File: config.mk
export PLATFORM = sky130hd
export DESIGN_NAME = carry_chain_alu
export DESIGN_NICKNAME = d
export VERILOG_FILES = /design/src/rtl/carry_alu_pkg.sv /design/src/rtl/alu_operand_sel.sv /design/src/rtl/alu_arith_unit.sv /design/src/rtl/alu_logic_unit.sv /design/src/rtl/carry_chain_alu.sv
export SDC_FILE = /design/constraint.sdc
export NUM_CORES = 1
export LEC_CHECK = 0
export CAP_MARGIN = 20
export CORE_MARGIN = 3
export CORE_UTILIZATION = 40
export DETAILED_ROUTE_END_ITERATION = 16
export DONT_BUFFER_PORTS = 1
export HOLD_SLACK_MARGIN = 0.1
export PLACE_DENSITY = 0.51
export SLEW_MARGIN = 20
export SYNTH_ARGS = -nofsm -noshare
export SYNTH_HDL_FRONTEND = slang
export SYNTH_SLANG_ARGS = --single-unit
File: constraint.sdc
create_clock -name clk -period 7.5 [get_ports clk]
set_clock_uncertainty 0.15 [all_clocks]
set_input_delay 1.5 -clock clk [delete_from_list [all_inputs] [get_ports clk]]
set_output_delay 1.5 -clock clk [all_outputs]
set_load 0.01 [all_outputs]
File: src/rtl/carry_alu_pkg.sv
package carry_alu_pkg;

  typedef enum logic [3:0] {
    OPC_ADD = 4'd0,
    OPC_ADC = 4'd1,
    OPC_SUB = 4'd2,
    OPC_SUC = 4'd3,
    OPC_RSB = 4'd4,
    OPC_RSC = 4'd5,
    OPC_LSL = 4'd6,
    OPC_LSR = 4'd7,
    OPC_AND = 4'd8,
    OPC_OR  = 4'd9,
    OPC_XOR = 4'd10,
    OPC_NOT = 4'd11,
    OPC_MIN = 4'd12,
    OPC_MAX = 4'd13,
    OPC_CLR = 4'd14,
    OPC_SET = 4'd15
  } alu_opc_e;

  localparam int unsigned SHAMT_BITS = 5;

  // Control bundle that steers the adder/subtractor.
  typedef struct packed {
    logic is_sub;   // subtract instead of add
    logic rev;      // swap operands (op2 - src1)
    logic use_cy;   // fold carry flag in
  } arith_ctl_t;

  function automatic logic opc_is_arith(input logic [3:0] opc);
    return (opc <= OPC_RSC);
  endfunction

  function automatic arith_ctl_t decode_arith(input logic [3:0] opc);
    arith_ctl_t c;
    c.is_sub = (opc != OPC_ADD) && (opc != OPC_ADC);
    c.rev    = (opc == OPC_RSB) || (opc == OPC_RSC);
    c.use_cy = (opc == OPC_ADC) || (opc == OPC_SUC) || (opc == OPC_RSC);
    return c;
  endfunction

endpackage

File: src/rtl/alu_operand_sel.sv
module alu_operand_sel #(
  parameter int unsigned W      = 32,
  parameter int unsigned IMM_W  = 8
) (
  input  logic             imm_sel_i,
  input  logic [W-1:0]     src2_i,
  input  logic [IMM_W-1:0] imm_i,
  output logic [W-1:0]     op2_o
);

  localparam int unsigned PAD_W = W - IMM_W;

  logic [W-1:0] imm_ext;

  generate
    if (PAD_W == 0) begin : g_no_pad
      assign imm_ext = imm_i;
    end else begin : g_pad
      assign imm_ext = {{PAD_W{1'b0}}, imm_i};
    end
  endgenerate

  assign op2_o = imm_sel_i ? imm_ext : src2_i;

endmodule

File: src/rtl/alu_arith_unit.sv
module alu_arith_unit
  import carry_alu_pkg::*;
#(
  parameter int unsigned W = 32
) (
  input  arith_ctl_t   ctl_i,
  input  logic [W-1:0] src1_i,
  input  logic [W-1:0] op2_i,
  input  logic         carry_i,
  output logic [W-1:0] sum_o,
  output logic         carry_o
);

  localparam int unsigned XW = W + 1;

  logic [W-1:0]  lhs;
  logic [W-1:0]  rhs;
  logic [XW-1:0] lhs_x;
  logic [XW-1:0] rhs_x;
  logic [XW-1:0] cin_x;
  logic [XW-1:0] full;

  always_comb begin
    lhs   = ctl_i.rev ? op2_i  : src1_i;
    rhs   = ctl_i.rev ? src1_i : op2_i;
    lhs_x = {1'b0, lhs};
    rhs_x = {1'b0, rhs};
    cin_x = {{W{1'b0}}, (ctl_i.use_cy & carry_i)};
    if (ctl_i.is_sub) begin
      full = lhs_x - rhs_x - cin_x;
    end else begin
      full = lhs_x + rhs_x + cin_x;
    end
  end

  assign sum_o   = full[W-1:0];
  assign carry_o = full[W];

endmodule

File: src/rtl/alu_logic_unit.sv
module alu_logic_unit
  import carry_alu_pkg::*;
#(
  parameter int unsigned W = 32
) (
  input  logic [3:0]   opc_i,
  input  logic [W-1:0] src1_i,
  input  logic [W-1:0] op2_i,
  output logic [W-1:0] res_o
);

  logic [SHAMT_BITS-1:0] amt;
  logic [W-1:0]          onehot;
  logic [W-1:0]          shl;
  logic [W-1:0]          shr;
  logic                  lt;

  assign amt = op2_i[SHAMT_BITS-1:0];

  // Bit-index decoder: bits at index >= W never match, so such an index
  // changes nothing.
  generate
    for (genvar i = 0; i < W; i++) begin : g_dec
      assign onehot[i] = (amt == SHAMT_BITS'(i));
    end
  endgenerate

  assign shl = src1_i << amt;
  assign shr = src1_i >> amt;
  assign lt  = (src1_i < op2_i);

  always_comb begin
    unique case (opc_i)
      OPC_LSL: res_o = shl;
      OPC_LSR: res_o = shr;
      OPC_AND: res_o = src1_i & op2_i;
      OPC_OR:  res_o = src1_i | op2_i;
      OPC_XOR: res_o = src1_i ^ op2_i;
      OPC_NOT: res_o = ~src1_i;
      OPC_MIN: res_o = lt ? src1_i : op2_i;
      OPC_MAX: res_o = lt ? op2_i  : src1_i;
      OPC_CLR: res_o = src1_i & ~onehot;
      OPC_SET: res_o = src1_i | onehot;
      default: res_o = '0;
    endcase
  end

endmodule

File: src/rtl/carry_chain_alu.sv
module carry_chain_alu
  import carry_alu_pkg::*;
#(
  parameter int unsigned W = 32
) (
  input  logic         clk,
  input  logic         rst,
  input  logic [3:0]   opcode_i,
  input  logic         imm_sel_i,
  input  logic [W-1:0] src1_i,
  input  logic [W-1:0] src2_i,
  input  logic [7:0]   imm8_i,
  input  logic         carry_i,
  output logic [W-1:0] result_o,
  output logic         carry_o
);

  localparam int unsigned IMM_W = 8;

  logic [W-1:0] op2;
  logic [W-1:0] arith_res;
  logic         arith_cy;
  logic [W-1:0] logic_res;
  logic         is_arith;
  arith_ctl_t   actl;
  logic [W-1:0] res_d;
  logic         cy_d;
  logic [W-1:0] res_q;
  logic         cy_q;

  alu_operand_sel #(.W(W), .IMM_W(IMM_W)) u_opsel (
    .imm_sel_i (imm_sel_i),
    .src2_i    (src2_i),
    .imm_i     (imm8_i),
    .op2_o     (op2)
  );

  assign actl     = decode_arith(opcode_i);
  assign is_arith = opc_is_arith(opcode_i);

  alu_arith_unit #(.W(W)) u_arith (
    .ctl_i   (actl),
    .src1_i  (src1_i),
    .op2_i   (op2),
    .carry_i (carry_i),
    .sum_o   (arith_res),
    .carry_o (arith_cy)
  );

  alu_logic_unit #(.W(W)) u_logic (
    .opc_i  (opcode_i),
    .src1_i (src1_i),
    .op2_i  (op2),
    .res_o  (logic_res)
  );

  assign res_d = is_arith ? arith_res : logic_res;
  assign cy_d  = is_arith ? arith_cy  : carry_i;

  always_ff @(posedge clk) begin
    if (rst) begin
      res_q <= '0;
      cy_q  <= 1'b0;
    end else begin
      res_q <= res_d;
      cy_q  <= cy_d;
    end
  end

  assign result_o = res_q;
  assign carry_o  = cy_q;


  reset_clear_chk: assert property (@(posedge clk)
    rst |=> (result_o == '0) && !carry_o);


  carry_hold_chk: assert property (@(posedge clk) disable iff (rst)
    (opcode_i > OPC_RSC) |=> (carry_o == $past(carry_i)));


  not_inv_chk: assert property (@(posedge clk) disable iff (rst)
    (opcode_i == OPC_NOT) |=> (result_o == ~$past(src1_i)));


  add_sum_chk: assert property (@(posedge clk) disable iff (rst)
    (opcode_i == OPC_ADD) |=>
      ({carry_o, result_o} == ($past({1'b0, src1_i}) + $past({1'b0, op2}))));


  min_bound_chk: assert property (@(posedge clk) disable iff (rst)
    (opcode_i == OPC_MIN) |=>
      (result_o <= $past(src1_i)) && (result_o <= $past(op2)));


  max_bound_chk: assert property (@(posedge clk) disable iff (rst)
    (opcode_i == OPC_MAX) |=>
      (result_o >= $past(src1_i)) && (result_o >= $past(op2)));


  bit_edit_chk: assert property (@(posedge clk) disable iff (rst)
    (opcode_i >= OPC_CLR) |=> ($countones(result_o ^ $past(src1_i)) <= 1));

endmodule

# Word-level counts from Yosys, hierarchy flattened

Index checks and enable logic that the tools add are counted.

Add/subtract/negate cells: 4
Order comparisons: 2
Equality and inequality tests: 46
Shifts and indexed selects: 2
Multiplexer cells: 9
Bitwise gates (word level): 8
Reductions and logical operators: 6

Operators with widths:

| kind                                                            | number |
|---|---|
| 32-bit case mux with 10 select lines                            | 1 |
| 32-bit two-way mux                                              | 6 |
| 5-bit == test, second input constant                            | 16 |
| 32-bit bitwise AND                                              | 2 |
| 32-bit NOT                                                      | 2 |
| 32-bit OR                                                       | 2 |
| 5-bit by 4-bit == test with 1-bit output, second input constant | 8 |
| 32-bit by 32-bit adder with 33-bit output                       | 1 |
| 33-bit by 1-bit adder with 33-bit output                        | 1 |
| 33-bit two-way mux                                              | 1 |
| 32-bit by 32-bit subtractor with 33-bit output                  | 1 |
| 33-bit by 1-bit subtractor with 33-bit output                   | 1 |
| 4-bit == test, second input constant                            | 8 |
| 32-bit less-than comparator                                     | 1 |
| 32-bit by 5-bit left shift with 32-bit output                   | 1 |
| 32-bit by 5-bit right shift with 32-bit output                  | 1 |
| 32-bit bitwise XOR                                              | 1 |
| 5-bit by 3-bit == test with 1-bit output, second input constant | 4 |
| 4-bit by 3-bit == test with 1-bit output, second input constant | 4 |
| 5-bit by 2-bit == test with 1-bit output, second input constant | 2 |
| 5-bit by 1-bit == test with 1-bit output, second input constant | 1 |
| 5-bit zero test                                                 | 1 |
| 4-bit by 1-bit == test with 1-bit output, second input constant | 1 |
| 4-bit by 2-bit == test with 1-bit output, second input constant | 1 |
| 7 further kinds                                                 | 9 |

Register bits after elaboration: 33
Bits of input ports: 80
Output and inout bits: 33
Word-level logic and storage cells: 79

# Longest topological paths before layout

Depth after elaboration: 7
Mapped depth: 19
Mapped depth without buffers: 16

# By module

From an unflattened synthesis, not the netlist that was laid out.

Cell total of the unflattened synthesis: 1865
Area, all modules: 13173.9 um2

Modules (own cells, without submodules):

| module          | times used | cells an instance | area an instance (um2) | seq. area each (um2) |
|---|---|---|---|---|
| alu_logic_unit  | 1          | 948               | 6118.4                 | 0.0 |
| alu_arith_unit  | 1          | 736               | 5257.5                 | 0.0 |
| carry_chain_alu | 1          | 146               | 1514.0                 | 660.6 |
| alu_operand_sel | 1          | 35                | 284.0                  | 0.0 |

# Least setup slack after synthesis

OpenSTA, ideal clock, no wires.

Path type: input-to-reg
Start point: input port imm_sel_i
End point: register res_q[21] (netlist: result_o[21])
Library setup time: 0.103 ns
Arrival time: 5.710 ns
Slack: 1.536 ns
Stages: 18
Cell sequence: buf_6 -> mux2i_1 -> clkbuf_1 -> clkbuf_1 -> clkbuf_1 -> ha_1 -> inv_1 -> ha_1 -> nand2_1 -> nor3_4 -> a2111oi_4 -> a21oi_4 -> a41o_2 -> a211o_1 -> a41o_1 -> a21o_1 -> xnor2_1 -> a2111oi_2

Cells in the longest elaborated chain, start to end: 6

RTL lines:

| item                                                                              | RTL line                                   | RTL |
|---|---|---|
| start, declared                                                                   | carry_chain_alu.sv:9                       | `input logic imm_sel_i,` |
| 32-bit two-way mux *                                                              | alu_operand_sel.sv:23                      | `assign op2_o = imm_sel_i ? imm_ext : src2_i;` |
| 32-bit two-way mux, or another cell as far along                                  | alu_arith_unit.sv:24                       | `lhs = ctl_i.rev ? op2_i : src1_i;` |
| 32-bit by 32-bit adder with 33-bit output, or another cell as far along           | alu_arith_unit.sv:32                       | `full = lhs_x + rhs_x + cin_x;` |
| 33-bit by 1-bit adder with 33-bit output, or another cell as far along            | alu_arith_unit.sv:32                       |  |
| 33-bit two-way mux / 32-bit case mux with 10 select lines (equally long branches) | alu_arith_unit.sv:29, alu_logic_unit.sv:33 |  |
| 32-bit two-way mux *                                                              | carry_chain_alu.sv:57                      | `assign res_d = is_arith ? arith_res : logic_res;` |
| end signal, assigned                                                              | carry_chain_alu.sv:65                      | `res_q <= res_d;` |
| end, declared                                                                     | carry_chain_alu.sv:28                      | `logic [W-1:0] res_q;` |

Every way passes the cells marked *; elsewhere a longest branch is shown, timed or not.
A chain may end at the register's enable or synchronous reset.

# Worst setup path after layout

Start point: input port imm_sel_i
End point: register res_q[28] (netlist: result_o[28])

Same word-level chain as after synthesis.

==> reports/metrics.yaml <==
run_status:
  status: "complete, no violations"
power:
  p_int_uw: 716.8
  p_sw_uw: 828.7
  powerDensity_nw_per_um2: 136.6
  vdd_drop_max_mv: 0.07194
  power.share.sequential_pct: 14.4
  power_frac_clock_pct: 14.6
  swShare_pct: 53.62
  comb_power_share_pct: 71.1
  p_leak_nw: 4.697
placed_design:
  dp_worst_setup_slack_ps: 1643
  dp_hpwl_um: 43770
  place.gp.congestion: 1.036
  port_buffers: 0
synthesis:
  synth_top_area_share_pct: 11.23
  ys_seq_elements: 33
  synth_fp_nets: 1824
  yosysMostFrequentCell: "nor2_1"
  syn_inst: 1644
  yosys_warnings: 0
  ys.flop_type: "dfxtp_1"
  synth_area_leader_cell: "mux2i_1"
  syn-cell-area_um2: 10970
  syn_avg_cell_area_um2: 6.672
  async_flop_share_pct: 0
  yosysSeqAreaShare_pct: 6.023
  synth_commonest_cells: "nor2_1 (167), nand2_1 (164), o21ai_0 (163)"
  ys_types: 89
  synth_edf_count: 0
  synth_area_leaders: "mux2i_1 (11%), ha_1 (11%), o21ai_0 (7.4%), dfxtp_1 (6.0%), nor2_1 (5.7%)"
worst_setup_path:
  critical_path_required_ps: 7570
  cp_cell_sequence: "mux2i_4, ha_1, o21ai_0, a21oi_1, o2111ai_1, a311oi_1, nor3_1, xnor2_1, and2_1, a221oi_1, nor3_1, a21boi_1"
  slowest_stage: "mux2i_4"
  worstPathMaxFanout: 35
  worst-path-buf-inv: 0
  cp_slowest_stage_delay_ps: 710
  cp-end-kind: "flip-flop"
  arrival_ps: 5720
  criticalPathCategory: "input port to flip-flop"
  crit_family: "compound AO/OA/AOI/OAI gates"
  start_kind: "input port"
  critPathMostFrequentCell: "nor3_1"
  critical_path_depth: 12
timing:
  setup_ws_ps: 1854
  setup_violations: 0
  finalSetupTns_ps: 0
  period_share_pct: 75.28
  fmax_mhz: 177.1
  rsz0062_at_grt: "false"
  relSlewSlack_pct: 31.30
  drv_slew: 0
  fin_crit_ps: 5646
  final_hold_viol_count: 0
  worst_slew_pin_slew_ps: 1027
floorplan:
  start_util_pct: 41.39
  ios: 113
  die_w_um: 171.6
  dieArea_um2: 29440
  die_h_um: 171.6
  rows: 59
  core_um2: 26500
global_route:
  grt_pass1_vias: 12550
  grt.total_usage_pct: 37.83
  grt_pass1_wl_um: 83850
  antenna_found_initial: 1
  grt_max_degree: 52
  grt_overflow: 0
finish:
  n_antenna_cell: 0
  syn_to_final_growth_pct: 3.125
  drive_above_1_share_pct: 4.930
  final_nets: 1742
clock_tree:
  cts_buffers: 5
  holdBufCountCts: 0
  cts_sinks: 33
  htreeDepth: 2
  clockBufferDepth: 2
  cts-root-buf: "clkbuf_16"
  cts_tree: "done"
  path_clk_slew_ps: 60
  cts_setup_buffers: 0
  cts_resized: 0
worst_hold_path:
  min_from: "rst"
  whs_path_depth: 1
  hold-path-endpoint: "carry_o"
  hp-class: "input port to flip-flop"
detailed_routing:
  vias_per_cell: 6.999
  ant_nets: 0
  routed_wl_um: 57030
  routedWlPerCell_um: 30.06
  via_count: 13280
  drt_first_iter_violations: 1940
  drcViolationCount: 0
  drt_first_pass_iters: 5
run:
  max_cap_violations: 0
power groups by stage:
| stage | Combinational [mW] | Clock [mW] | Sequential, mW |
|---|---|---|---|
| global placement | 1.07 | 0 | 0.227 |
| finish | 1.10 | 0.225 | 0.222 |
| detailed placement | 1.06 | 0 | 0.226 |
| global route | 1.18 | 0.233 | 0.225 |
| CTS | 1.07 | 0.228 | 0.223 |
| floorplan | 0.769 | 0 | 0.219 |
flip-flops by register name (all words and copies together), names as in the netlist:
name / count
carry_o: 1
result_o: 32
cell usage in the layout (no fill, tap or decap), types with 15 or more instances in the layout:
master and count:
xnor2_1 42, a21o_1 35, a211oi_1 38, nor2_1 165, o211ai_1 20, o22ai_1 57, a211o_1 18, o21bai_1 15
a221oi_1 25, nor3_1 45, buf_4 27, o21ai_0 163, a31oi_1 16, nand2b_1 41, nand2_1 164, ha_1 96
nand3_1 36, dfxtp_1 33, mux2i_1 121, inv_1 70, a21oi_1 119
worst max-delay path by stage:
| stage | slack (ps) | to | start |
|---|---|---|---|
| 3_3_place_gp | 1640 | carry_o | opcode_i[1] |
| 5_1_grt | 1590 | result_o[28] | imm_sel_i |
| 4_1_cts | 1940 | carry_o | opcode_i[1] |
| 3_5_place_dp | 1640 | carry_o | opcode_i[1] |
| 6_report | 1850 | result_o[28] | imm_sel_i |
| 2_1_floorplan | 1540 | result_o[21] | imm_sel_i |
cells by family after synthesis:
kind of cell    synth area share (%)
buf+inv                        7.096
simple gates                   21.85
compound gates                 36.19
flops                          6.023
fa+ha+maj                      11.68
xor+xnor                       4.152
mux                            13.02
area by class of cell:
cell class                      count  area (um^2)
Timing Repair Buffer               28        222.7
Tap cell                          335        419.2
Inverter                           75        281.5
Multi-Input combinational cell   1419         9584
Sequential cell                    33        660.6
Fill cell                        2864        15190
Clock buffer                        7        142.6
through the flow:
| stage | total power [mW] | util [%] | std cells | area [um^2] | hold WS [ps] |
|---|---|---|---|---|---|
| 2_1_floorplan | 0.9887 | - | 1644 | 10970 | 1514 |
| 3_3_place_gp | 1.294 | 42.14 | 1890 | 11170 | 1433 |
| 3_5_place_dp | 1.286 | 42.14 | 1890 | 11170 | 1435 |
| 4_1_cts | 1.517 | 42.68 | 1897 | 11310 | 1126 |
| 5_1_grt | 1.639 | 42.68 | 1897 | 11310 | 1122 |
| 6_report | 1.546 | 42.68 | 1897 | 11310 | 1126 |
metal layers:
| metal | share of wire [%] | routed length (um) | GRT usage, % | up-vias |
|---|---|---|---|---|
| met5 | 0.030 | 17 | 0 | - |
| met4 | 5.2 | 2988 | 16.41 | 2 |
| met3 | 9.9 | 5660 | 8.090 | 163 |
| met2 | 43 | 24360 | 57.97 | 811 |
| met1 | 42 | 24000 | 51.21 | 6343 |
| li1 | - | - | - | 5958 |
Note: power is estimated with default switching activity, not from simulation.
